[config.mk]
export PLATFORM = sky130hd
export DESIGN_NAME = baseline_noise_tracker
export DESIGN_NICKNAME = d
export VERILOG_FILES = /design/src/rtl/bnt_pkg.sv /design/src/rtl/bnt_ctrl.sv /design/src/rtl/bnt_ped_acc.sv /design/src/rtl/bnt_var_acc.sv /design/src/rtl/baseline_noise_tracker.sv
export SDC_FILE = /design/constraint.sdc
export NUM_CORES = 1
export LEC_CHECK = 0
export ABC_CLOCK_PERIOD_IN_PS = 11000
export BUFFER_PORTS_ARGS = -buffer_cell sky130_fd_sc_hd__buf_2
export CORE_MARGIN = 2
export CORE_UTILIZATION = 45
export DETAILED_ROUTE_END_ITERATION = 16
export SETUP_SLACK_MARGIN = 0.4
export SKIP_LAST_GASP = 1
export SLEW_MARGIN = 20
export SYNTH_ARGS = -nofsm -noshare
export SYNTH_HDL_FRONTEND = slang
export SYNTH_SLANG_ARGS = --single-unit
[constraint.sdc]
create_clock -name clk -period 11 [get_ports clk]
set_clock_uncertainty 0.1 [all_clocks]
set_input_delay 1.1 -clock clk [delete_from_list [all_inputs] [get_ports clk]]
set_output_delay 1.1 -clock clk [all_outputs]
set_load 0.02 [all_outputs]
[src/rtl/bnt_pkg.sv]
package bnt_pkg;

    // Control sequence of the tracker
    typedef enum logic [1:0] {
        ST_EMPTY     = 2'd0,
        ST_WARM_BASE = 2'd1,
        ST_WARM_VAR  = 2'd2,
        ST_SETTLED   = 2'd3
    } bnt_state_e;

endpackage

[src/rtl/bnt_ctrl.sv]
module bnt_ctrl
    import bnt_pkg::*;
#(
    parameter int SHIFT_N     = 4,
    parameter int SETTLE_MULT = 8
) (
    input  logic clk,
    input  logic rst_n,
    input  logic accept,
    output logic load,
    output logic upd,
    output logic base_settled,
    output logic var_settled
);
    localparam int LIMIT = SETTLE_MULT * (1 << SHIFT_N);
    localparam int CW    = $clog2(LIMIT + 1);
    localparam logic [CW-1:0] LAST = CW'(LIMIT - 1);

    bnt_state_e    state_q, state_d;
    logic [CW-1:0] cnt_q, cnt_d;

    // state register
    always_ff @(posedge clk or negedge rst_n) begin
        if (!rst_n) begin
            state_q <= ST_EMPTY;
            cnt_q   <= '0;
        end else begin
            state_q <= state_d;
            cnt_q   <= cnt_d;
        end
    end

    // next state and counter
    always_comb begin
        state_d = state_q;
        cnt_d   = cnt_q;
        if (accept) begin
            unique case (state_q)
                ST_EMPTY: begin
                    state_d = ST_WARM_BASE;
                    cnt_d   = CW'(1);
                end
                ST_WARM_BASE: begin
                    if (cnt_q == LAST) begin
                        state_d = ST_WARM_VAR;
                        cnt_d   = '0;
                    end else begin
                        cnt_d = cnt_q + 1'b1;
                    end
                end
                ST_WARM_VAR: begin
                    if (cnt_q == LAST) begin
                        state_d = ST_SETTLED;
                        cnt_d   = '0;
                    end else begin
                        cnt_d = cnt_q + 1'b1;
                    end
                end
                ST_SETTLED: begin
                    cnt_d = cnt_q;
                end
            endcase
        end
    end

    // outputs
    always_comb begin
        load         = 1'b0;
        upd          = 1'b0;
        base_settled = 1'b0;
        var_settled  = 1'b0;
        unique case (state_q)
            ST_EMPTY:     load = accept;
            ST_WARM_BASE: upd  = accept;
            ST_WARM_VAR: begin
                upd          = accept;
                base_settled = 1'b1;
            end
            ST_SETTLED: begin
                upd          = accept;
                base_settled = 1'b1;
                var_settled  = 1'b1;
            end
        endcase
    end


    base_rise_chk: assert property (@(posedge clk) disable iff (!rst_n)
        $rose(base_settled) |-> $past(accept));


    var_order_chk: assert property (@(posedge clk) disable iff (!rst_n)
        var_settled |-> base_settled);


    hold_count_chk: assert property (@(posedge clk) disable iff (!rst_n)
        !accept |=> ($stable(cnt_q) && $stable(state_q)));

endmodule

[src/rtl/bnt_ped_acc.sv]
module bnt_ped_acc #(
    parameter int SAMPLE_W = 12,
    parameter int SHIFT_N  = 4
) (
    input  logic                       clk,
    input  logic                       rst_n,
    input  logic                       load,
    input  logic                       upd,
    input  logic [SAMPLE_W-1:0]        sample,
    output logic [SAMPLE_W-1:0]        baseline,
    output logic signed [SAMPLE_W:0]   dev
);
    localparam int AW = SAMPLE_W + SHIFT_N;

    logic [AW-1:0]      acc_q, acc_d;
    logic signed [AW:0] sum;

    assign baseline = acc_q[AW-1:SHIFT_N];
    assign dev      = $signed({1'b0, sample}) - $signed({1'b0, baseline});

    always_comb begin
        sum   = $signed({1'b0, acc_q}) + $signed({{SHIFT_N{dev[SAMPLE_W]}}, dev});
        acc_d = acc_q;
        if (load)     acc_d = {sample, {SHIFT_N{1'b0}}};
        else if (upd) acc_d = sum[AW-1:0];
    end

    always_ff @(posedge clk or negedge rst_n) begin
        if (!rst_n) acc_q <= '0;
        else        acc_q <= acc_d;
    end


    seed_chk: assert property (@(posedge clk) disable iff (!rst_n)
        load |=> (baseline == $past(sample)));


    upward_chk: assert property (@(posedge clk) disable iff (!rst_n)
        (upd && dev > 0) |=> (baseline >= $past(baseline)));


    ped_hold_chk: assert property (@(posedge clk) disable iff (!rst_n)
        (!upd && !load) |=> $stable(acc_q));

endmodule

[src/rtl/bnt_var_acc.sv]
module bnt_var_acc #(
    parameter int SAMPLE_W = 12,
    parameter int SHIFT_N  = 4
) (
    input  logic                      clk,
    input  logic                      rst_n,
    input  logic                      load,
    input  logic                      upd,
    input  logic signed [SAMPLE_W:0]  dev,
    output logic [2*SAMPLE_W-1:0]     variance
);
    localparam int VW = 2 * SAMPLE_W + SHIFT_N;
    localparam int QW = 2 * SAMPLE_W + 2;

    logic [VW-1:0]        acc_q, acc_d;
    logic signed [QW-1:0] dev_x, sq;
    logic signed [VW+1:0] nxt;

    assign variance = acc_q[VW-1:SHIFT_N];

    always_comb begin
        dev_x = {{(SAMPLE_W + 1){dev[SAMPLE_W]}}, dev};
        sq    = dev_x * dev_x;
        nxt   = $signed({2'b00, acc_q})
              + $signed({{SHIFT_N{sq[QW-1]}}, sq})
              - $signed({{(SHIFT_N + 2){1'b0}}, variance});
        acc_d = acc_q;
        if (load)     acc_d = '0;
        else if (upd) acc_d = nxt[VW+1] ? '0 : nxt[VW-1:0];
    end

    always_ff @(posedge clk or negedge rst_n) begin
        if (!rst_n) acc_q <= '0;
        else        acc_q <= acc_d;
    end


    var_clear_chk: assert property (@(posedge clk) disable iff (!rst_n)
        load |=> (variance == '0));


    quiet_chk: assert property (@(posedge clk) disable iff (!rst_n)
        (upd && dev == 0 && variance == '0) |=> (variance == '0));


    var_hold_chk: assert property (@(posedge clk) disable iff (!rst_n)
        (!upd && !load) |=> $stable(acc_q));

endmodule

[src/rtl/baseline_noise_tracker.sv]
module baseline_noise_tracker #(
    parameter int SAMPLE_W    = 12,
    parameter int SHIFT_N     = 4,
    parameter int SETTLE_MULT = 8
) (
    input  logic                    clk,
    input  logic                    rst_n,
    input  logic                    smp_valid,
    input  logic [SAMPLE_W-1:0]     smp_data,
    input  logic                    smp_exclude,
    output logic [SAMPLE_W-1:0]     baseline,
    output logic                    baseline_settled,
    output logic [2*SAMPLE_W-1:0]   variance,
    output logic                    variance_settled
);
    logic                    accept, load, upd;
    logic signed [SAMPLE_W:0] dev;

    assign accept = smp_valid & ~smp_exclude;

    bnt_ctrl #(
        .SHIFT_N    (SHIFT_N),
        .SETTLE_MULT(SETTLE_MULT)
    ) u_ctrl (
        .clk         (clk),
        .rst_n       (rst_n),
        .accept      (accept),
        .load        (load),
        .upd         (upd),
        .base_settled(baseline_settled),
        .var_settled (variance_settled)
    );

    bnt_ped_acc #(
        .SAMPLE_W(SAMPLE_W),
        .SHIFT_N (SHIFT_N)
    ) u_ped (
        .clk     (clk),
        .rst_n   (rst_n),
        .load    (load),
        .upd     (upd),
        .sample  (smp_data),
        .baseline(baseline),
        .dev     (dev)
    );

    bnt_var_acc #(
        .SAMPLE_W(SAMPLE_W),
        .SHIFT_N (SHIFT_N)
    ) u_var (
        .clk     (clk),
        .rst_n   (rst_n),
        .load    (load),
        .upd     (upd),
        .dev     (dev),
        .variance(variance)
    );


    idle_stable_chk: assert property (@(posedge clk) disable iff (!rst_n)
        !smp_valid |=> ($stable(baseline) && $stable(variance)
                        && $stable(baseline_settled) && $stable(variance_settled)));

endmodule

# [Word level (Yosys, flattened, before mapping)]
# Cells that the tools add are included.
# W data, S select, Z words.
[totals] ff_bits=54 input_bits=16 output_inout_bits=38 word_cells=41
[op_classes] n_addsub=5 multipliers=1 n_eq_ne=6 muxes=14 bitwise=3 n_reduce_logical=8
[ops] cell="$mux W28" count=3
[ops] cell="$mux W16" count=2
[ops] cell="$add A29 B26 Y30" count=1
[ops] cell="$sub A30 B25 Y30" count=1
[ops] cell="$mul A13 B13 Y26" count=1
[ops] cell="$add A16 B13 Y16" count=1
[ops] cell="$pmux W8 S2" count=1
[ops] cell="$sub A12 B12 Y13" count=1
[ops] cell="$add A8 B1 Y8 const B" count=1
[ops] cell="$eq A8 B7 Y1 const B" count=1
[ops] cell="$mux W8" count=1
[ops] cell="$pmux W2 S3" count=1
[ops] cell="$eq A2 B2 Y1 const B" count=2
[ops] cell="$mux W1" count=4
[ops] cell="$mux W2" count=2
[ops] cell="$ne A2 B1 Y1 const B" count=2
[ops] cell="$reduce_and A4 Y1" count=1
[ops] cell="$reduce_or A2 Y1" count=2
[ops] cell="$reduce_bool A3 Y1" count=1
[ops] cell="$reduce_or A3 Y1" count=1
[ops] cell="$eq A2 B1 Y1 const B" count=1
[ops] cell="$logic_not A2 Y1" count=1
[ops] cell="$not A1 Y1" count=2
[ops] cell="$reduce_and A2 Y1" count=1
[ops] cell="other kinds (2)" count=2

# [Logic depth before layout (Yosys ltp)]
# Gate-level depths: netlist of the first run.
[depth] depth_word=7 ltp_mapped=35 ltp_nobuf=34

# [Hierarchy]
# From an unflattened synthesis of the first run, not the netlist that was laid out.
[unflattened] hier_cells=1367 area_unflattened_um2=12694.7
[modules_own_cells] mod="bnt_var_acc" instances=1 cells_per_inst=1033 area_each_um2=9868.2 seq_area_each_um2=700.7
[modules_own_cells] mod="bnt_ped_acc" instances=1 cells_per_inst=256 area_each_um2=2125.8 seq_area_each_um2=400.4
[modules_own_cells] mod="bnt_ctrl" instances=1 cells_per_inst=77 area_each_um2=686.9 seq_area_each_um2=250.2
[modules_own_cells] mod="baseline_noise_tracker" instances=1 cells_per_inst=1 area_each_um2=13.8 seq_area_each_um2=0.0

# [Worst setup path before layout of the first run]
# OpenSTA, ideal clock, no wires.
[synth_timing] kind="input to register" start="input port smp_data[0]" end="register u_var.acc_q[0]" setup_time_ns=0.121 arrival_ns=8.754 required_time_ns=10.779 slack_ns=2.025 path_stages=34 path_buffers=2 path_cell_list="inv_1 > ha_1 > fa_1 > nor2b_1 > o21a_1 > o21ai_0 > a211oi_1 > nor2_1 > a21oi_2 > inv_1 > nand2_1 > inv_1 > fa_1 > inv_1 > fa_1 > inv_1 > fa_1 > fa_1 > inv_1 > fa_1 > fa_1 > inv_1 > ha_1 > clkbuf_2 > a211oi_1 > nor2_1 > nor3_1 > a211oi_1 > a41oi_1 > o311ai_4 > xnor2_1 > nor3_4 > buf_6 > a22o_1"
[synth_between] elab_chain_cells=7
[synth_lines] element="start: declaration" line_no="baseline_noise_tracker.sv:9" text="input logic [SAMPLE_W-1:0] smp_data,"
[synth_lines] element="$sub A12 B12 Y13" line_no="bnt_ped_acc.sv:19" text="assign dev = $signed({1'b0, sample}) - $signed({1'b0, baseline});"
[synth_lines] element="$mul A13 B13 Y26" line_no="bnt_var_acc.sv:23" text="sq = dev_x * dev_x;"
[synth_lines] element="$add A29 B26 Y30" line_no="bnt_var_acc.sv:25" text="+ $signed({{SHIFT_N{sq[QW-1]}}, sq})"
[synth_lines] element="$sub A30 B25 Y30" line_no="bnt_var_acc.sv:26" text="- $signed({{(SHIFT_N + 2){1'b0}}, variance});"
[synth_lines] element="$mux W28 (2 in series)" line_no="bnt_var_acc.sv:29" text="else if (upd) acc_d = nxt[VW+1] ? '0 : nxt[VW-1:0];"
[synth_lines] element="$mux W28" line_no="bnt_var_acc.sv:28" text="if (load) acc_d = '0;"
[synth_lines] element="end signal: assignment" line_no="bnt_var_acc.sv:33" text="if (!rst_n) acc_q <= '0;"
[synth_lines] element="end signal: assignment" line_no="bnt_var_acc.sv:34" text="else acc_q <= acc_d;"
[synth_lines] element="end: declaration" line_no="bnt_var_acc.sv:15" text="logic [VW-1:0] acc_q, acc_d;"
# No other way between the ends. The select of a mux whose other input is x is not followed.
# A chain may end at the register's enable or synchronous reset.

# [Worst setup path in the final report of the first run]
[layout_timing] start="input port smp_data[0]" end="register u_var.acc_q[1]"
# The elaborated chain is that of the path after synthesis.

==> impl_metrics.csv, run 1 <==
group,metric,value,unit
routing,ant_nets,0,
layout,num_antenna_cells,0,
global_routing,antenna_found_initial,0,
floorplan,ios,54,
global_routing,grt_overflow_total,0,
routing,dr.pass1.iters,6,
critical_path,cp_slowest_stage_delay,600,ps
timing,drv_slew,0,
routing,routed_wl,27600,um
synth,ys_seq_area_share,11.3,%
floorplan,die-width,167,um
floorplan,core_area,26100,um2
routing,vias_per_cell,5.04,
job,maxCapViolCount,0,
critical_path,required,11150,ps
timing,setup_ws,1450,ps
synth,avgSynthCellArea,9.29,um2
critical_path,path_class,"in2reg",
timing,fin_crit_sh,86.8,%
critical_path,slowest_stage,"fa_1",
synth,synth_flop_cell,"dfrtp_1",
placed_design,dpl_cell_area,12400,um2
layout,stdcell_count,1644,
run_status,outcome,"finished, final reports clean",
synth,synth_top_area_share,36.9,%
critical_path,cp-startpoint,"smp_data[0]",
critical_path,r2r_cells,34,
timing,rsz0062_at_grt,"no",
placed_design,dp_hpwl,23700,um
floorplan,die_height,167,um
timing,slew_headroom,39.4,%
routing,first_iter_violations,422,
synth,syn_inst,1286,
clocking,cts_resized,0,
timing,setup_tns,0,ps
floorplan,dieArea,27900,um2
clocking,cts_sinks,54,
layout,nets,1678,
placed_design,post-place-cells,1635,
synth,ys_seq_elements,54,
critical_path,start_kind,"input port",
global_routing,grt_pass1_wl,46700,um
critical_path,worstSetupEndpointType,"flip-flop",
critical_path,path_max_fanout,18,
routing,remaining_drc_errors,0,
floorplan,start_util,45.9,%
synth,ys_warn_count,0,
synth,synthesis.nets,1656,
critical_path,timing.rr.start,"u_ped.acc_q[4]$_DFFE_PN0P_",
layout,layout_commonest_cell,"inv_1",
timing,fmax,105,MHz
floorplan,placementRows,59,
timing,hold_viol_final,0,
routing,vias,8289,
clocking,cts_inserted_buffers,5,
placed_design,numPortBuffers,53,
synth,yosysTopAreaCell,"fa_1",
global_routing,grt_pass1_vias,8920,
clocking,htreeDepth,2,
critical_path,critPathArrivalTime,9700,ps
global_routing,grt_max_degree,61,
placed_design,dp_slack,852,ps
routing,wl_per_cell,16.8,um
synth,synth_edf_count,0,
critical_path,r2r_setup_slack,1920,ps
clocking,root_buffer,"clkbuf_16",
synth,synth_area_leaders,"fa_1, ha_1, dfrtp_1, inv_1, xnor2_1",
hold_path,hold_path_class,"reg2reg",
clocking,clkSlewWorstSetupHoldPaths,80,ps
timing,fin_crit,9550,ps
timing,tightestPinTransition,906,ps
clocking,cts_buffer_depth,2,
layout,final_cell_mix,"inv_1, fa_1, ha_1",
critical_path,endpoint,"u_var.acc_q[1]$_DFFE_PN0P_",
synth,synth_cell_types,56,
clocking,postCtsHoldBufs,0,
critical_path,regToRegEndpoint,"u_var.acc_q[1]$_DFFE_PN0P_",
timing,setup_viol,0,
clocking,clock_latency,310,ps
global_routing,track_usage,21.3,%
synth,async_flop_share,100,%
placed_design,gp_congestion,0.851,
layout,drive_gt1_share,7.26,%
clocking,cts_tree,"yes",
layout,syn2layout_area_growth,5.27,%
layout,design_area,12600,um2
clocking,cts_setup_buffers,0,
synth,netlist_area,11900,um2
==> Yosys cell counts, types with 3 or more instances <==
master / count
nand2b_1: 7
a211o_1: 4
o21bai_1: 4
nand2_1: 90
o31ai_1: 5
a21oi_2: 3
xnor2_1: 43
a21o_1: 16
a21boi_0: 3
dfrtp_1: 54
a211oi_1: 9
o2111ai_1: 3
xor2_1: 23
a22o_1: 29
a21oi_1: 44
o21a_1: 9
inv_1: 343
clkinv_1: 4
mux2i_1: 3
o21ai_0: 24
fa_1: 220
nand4_1: 5
a31oi_1: 5
nor3_1: 16
nor2_1: 76
nand3_1: 12
buf_4: 36
clkbuf_1: 14
nor2b_1: 8
or2_2: 5
ha_1: 134
==> per-stage QoR <==
stage	utilization [%]	hold slack (ps)
detailed placement	47.6	383
global placement	47.6	371
global route	48.3	435
finish	48.3	389
CTS	48.2	399
floorplan	-	350
==> flip-flops by register name (all words and copies together), names as in the netlist <==
name and count:
u_ctrl.state_q 2, u_var.acc_q 28, u_ctrl.cnt_q 8, u_ped.acc_q 16
==> logic make-up (layout without fill, tap and decap cells) <==
group / count (synthesis) / count (layout) / synth area share, %
buffers and inverters: 403 / 426 / 13.9
adders and majority gates: 354 / 354 / 50.9
and+or+nand+nor: 230 / 230 / 8.45
AOI/OAI and AO/OA: 175 / 175 / 10.2
xor gates and xnor gates: 66 / 66 / 4.84
DFF: 54 / 54 / 11.3
muxes: 4 / 4 / 0.346
==> area by class of cell <==
cell class,count,area [um2]
clock inverters,2,37.5
clock buffers,6,129
inverters,347,1300
well taps,335,419
fillers,2496,13500
repair buffers,71,404
flip-flops and latches,54,1350
multi-input cells,829,8930
==> metal layers <==
metal | global-route usage [%] | share of wire [%]
met3 | 1.78 | 2.4
met1 | 28.3 | 44
met5 | 0 | 0
met4 | 4.24 | 1.6
met2 | 38.3 | 52
==> critical path, delay by kind of cell <==
family                     cells  cell delay, ps
AOI/OAI and AO/OA              9            1760
xor gates and xnor gates       1             200
adders and majority gates      9            4060
buffers and inverters         11            1440
and+or+nand+nor                6            1140
==> worst min-delay path by stage <==
stage	from	end	slack, ps	cells after the start
2_1_floorplan	u_ped.acc_q[2]$_DFFE_PN0P_	u_ped.acc_q[2]$_DFFE_PN0P_	350	2
3_3_place_gp	u_ped.acc_q[0]$_DFFE_PN0P_	u_ped.acc_q[0]$_DFFE_PN0P_	370	2
3_5_place_dp	u_ped.acc_q[2]$_DFFE_PN0P_	u_ped.acc_q[2]$_DFFE_PN0P_	380	2
4_1_cts	u_ped.acc_q[2]$_DFFE_PN0P_	u_ped.acc_q[2]$_DFFE_PN0P_	400	2
5_1_grt	u_ped.acc_q[2]$_DFFE_PN0P_	u_ped.acc_q[2]$_DFFE_PN0P_	440	2
6_report	u_ped.acc_q[2]$_DFFE_PN0P_	u_ped.acc_q[2]$_DFFE_PN0P_	390	2
Power of run 1 is left out: the tool's default activity adds up to more than one toggle a clock period on the data nets, which glitch-free logic cannot reach.
==> run 2, diff against run 1 <==
Settings changed: ABC_CLOCK_PERIOD_IN_PS 11000 to 12400, PLACE_DENSITY from default to 0.64.
Clock period 11 ns to 12.4 ns, I/O delays scaled along.
==> run 2 against run 1 <==
Global-route usage shrank 0.29 points; flip-flop and latch count is the same; critical path depth shrank 2; register-to-register slack gained 720 ps; non-clock buffer count shrank 9; critical path type unchanged; largest cell class unchanged; highest routed layer unchanged.
==> impl_metrics.csv, run 2 (synthesis results as in run 1) <==
group,metric,value,unit
floorplan,dieArea,27900,um2
routing,vias,8328,
routing,wl_per_cell,16.7,um
routing,vias_per_cell,5.09,
critical_path,critPathArrivalTime,10510,ps
critical_path,start_kind,"input port",
layout,final_cell_mix,"inv_1, fa_1, ha_1",
layout,stdcell_count,1635,
timing,tightestPinTransition,917,ps
clocking,clkSlewWorstSetupHoldPaths,90,ps
timing,setup_viol,0,
clocking,cts_sinks,54,
routing,remaining_drc_errors,0,
timing,setup_ws,2040,ps
layout,num_antenna_cells,0,
global_routing,grt_max_degree,61,
timing,rsz0062_at_grt,"no",
layout,syn2layout_area_growth,4.57,%
layout,reg_top3,"u_var.acc_q: 28 flops, u_ped.acc_q: 16 flops, u_ctrl.cnt_q: 8 flops",
clocking,htreeDepth,2,
timing,hold_viol_final,0,
timing,fin_crit_sh,83.5,%
critical_path,worstSetupEndpointType,"flip-flop",
layout,nets,1669,
placed_design,numPortBuffers,53,
timing,setup_tns,0,ps
floorplan,ios,54,
layout,layout_commonest_cell,"inv_1",
critical_path,slowest_stage,"fa_1",
critical_path,required,12560,ps
clocking,cts_tree,"yes",
placed_design,dp_slack,1750,ps
timing,drv_slew,0,
placed_design,gp_congestion,0.848,
clocking,cts_buffer_depth,2,
critical_path,regToRegEndpoint,"u_var.acc_q[2]$_DFFE_PN0P_",
timing,fmax,96.6,MHz
job,maxCapViolCount,0,
critical_path,cp_slowest_stage_delay,680,ps
routing,dr.pass1.iters,5,
placed_design,dp_hpwl,23100,um
critical_path,r2r_cells,32,
critical_path,path_class,"in2reg",
clocking,cts_inserted_buffers,5,
hold_path,whs_path_depth,2,
layout,drive_gt1_share,6.69,%
global_routing,grt_pass1_wl,46500,um
floorplan,start_util,45.9,%
clocking,cts_setup_buffers,0,
critical_path,timing.rr.start,"u_ped.acc_q[4]$_DFFE_PN0P_",
placed_design,dpl_cell_area,12300,um2
critical_path,r2r_setup_slack,2640,ps
placed_design,post-place-cells,1627,
hold_path,worstHoldEndpoint,"u_ped.acc_q[3]$_DFFE_PN0P_",
clocking,cts_resized,0,
global_routing,grt_overflow_total,0,
routing,first_iter_violations,433,
clocking,postCtsHoldBufs,0,
global_routing,track_usage,21.0,%
critical_path,path_max_fanout,22,
hold_path,worstHoldStart,"u_ped.acc_q[3]$_DFFE_PN0P_",
clocking,root_buffer,"clkbuf_16",
layout,design_area,12500,um2
layout,largest_register_ffs,28,
floorplan,die-width,167,um
clocking,clock_latency,320,ps
floorplan,core_area,26100,um2
global_routing,antenna_found_initial,0,
floorplan,placementRows,59,
run_status,outcome,"finished, final reports clean",
hold_path,hold_path_class,"reg2reg",
floorplan,die_height,167,um
timing,fin_crit,10360,ps
timing,slew_headroom,38.7,%
global_routing,grt_pass1_vias,8855,
routing,ant_nets,0,
routing,routed_wl,27300,um
layout,largest-register,"u_var.acc_q",
-- run 2: per-layer routing --
layer	share of wire, %	wire length, um	track usage, %
met1	46	12600	29.5
met2	49	13300	35.7
met3	3.7	1020	2.57
met4	1.4	379	3.52
met5	0	0	0
-- run 2: worst max path at each step --
stage / startpoint / endpoint / slack, ps / cells after the start
6_report: smp_data[0] / u_var.acc_q[2]$_DFFE_PN0P_ / 2040 / 34
5_1_grt: smp_data[0] / u_var.acc_q[13]$_DFFE_PN0P_ / 1400 / 34
4_1_cts: smp_data[0] / u_var.acc_q[18]$_DFFE_PN0P_ / 2060 / 34
3_5_place_dp: smp_data[0] / u_var.acc_q[7]$_DFFE_PN0P_ / 1750 / 34
3_3_place_gp: smp_data[0] / u_var.acc_q[6]$_DFFE_PN0P_ / 2020 / 34
2_1_floorplan: smp_data[0] / u_var.acc_q[0]$_DFFE_PN0P_ / 3280 / 34
-- run 2: area by class of cell --
cell class	instances	area, um2
clock buffers	5	125
inverters	347	1300
multi-input cells	829	8930
well taps	335	419
fillers	2489	13600
clock inverters	3	28.8
flip-flops and latches	54	1350
repair buffers	62	333
-- run 2: per-stage QoR --
| step | hold slack [ps] | util, % |
|---|---|---|
| floorplan | 350 | - |
| finish | 394 | 47.9 |
| global route | 426 | 47.9 |
| detailed placement | 380 | 47.4 |
| CTS | 402 | 47.9 |
| global placement | 364 | 47.4 |
-- run 2: critical path: cells and delay by family --
kind                     cells  cell delay (ps)
AO/OA/AOI/OAI                9             2320
XOR/XNOR                     1              200
adder cells (fa/ha/maj)      9             4110
buffers and inverters        9             1580
AND/OR/NAND/NOR              6             1020
Power of run 2 is left out for the same reason.
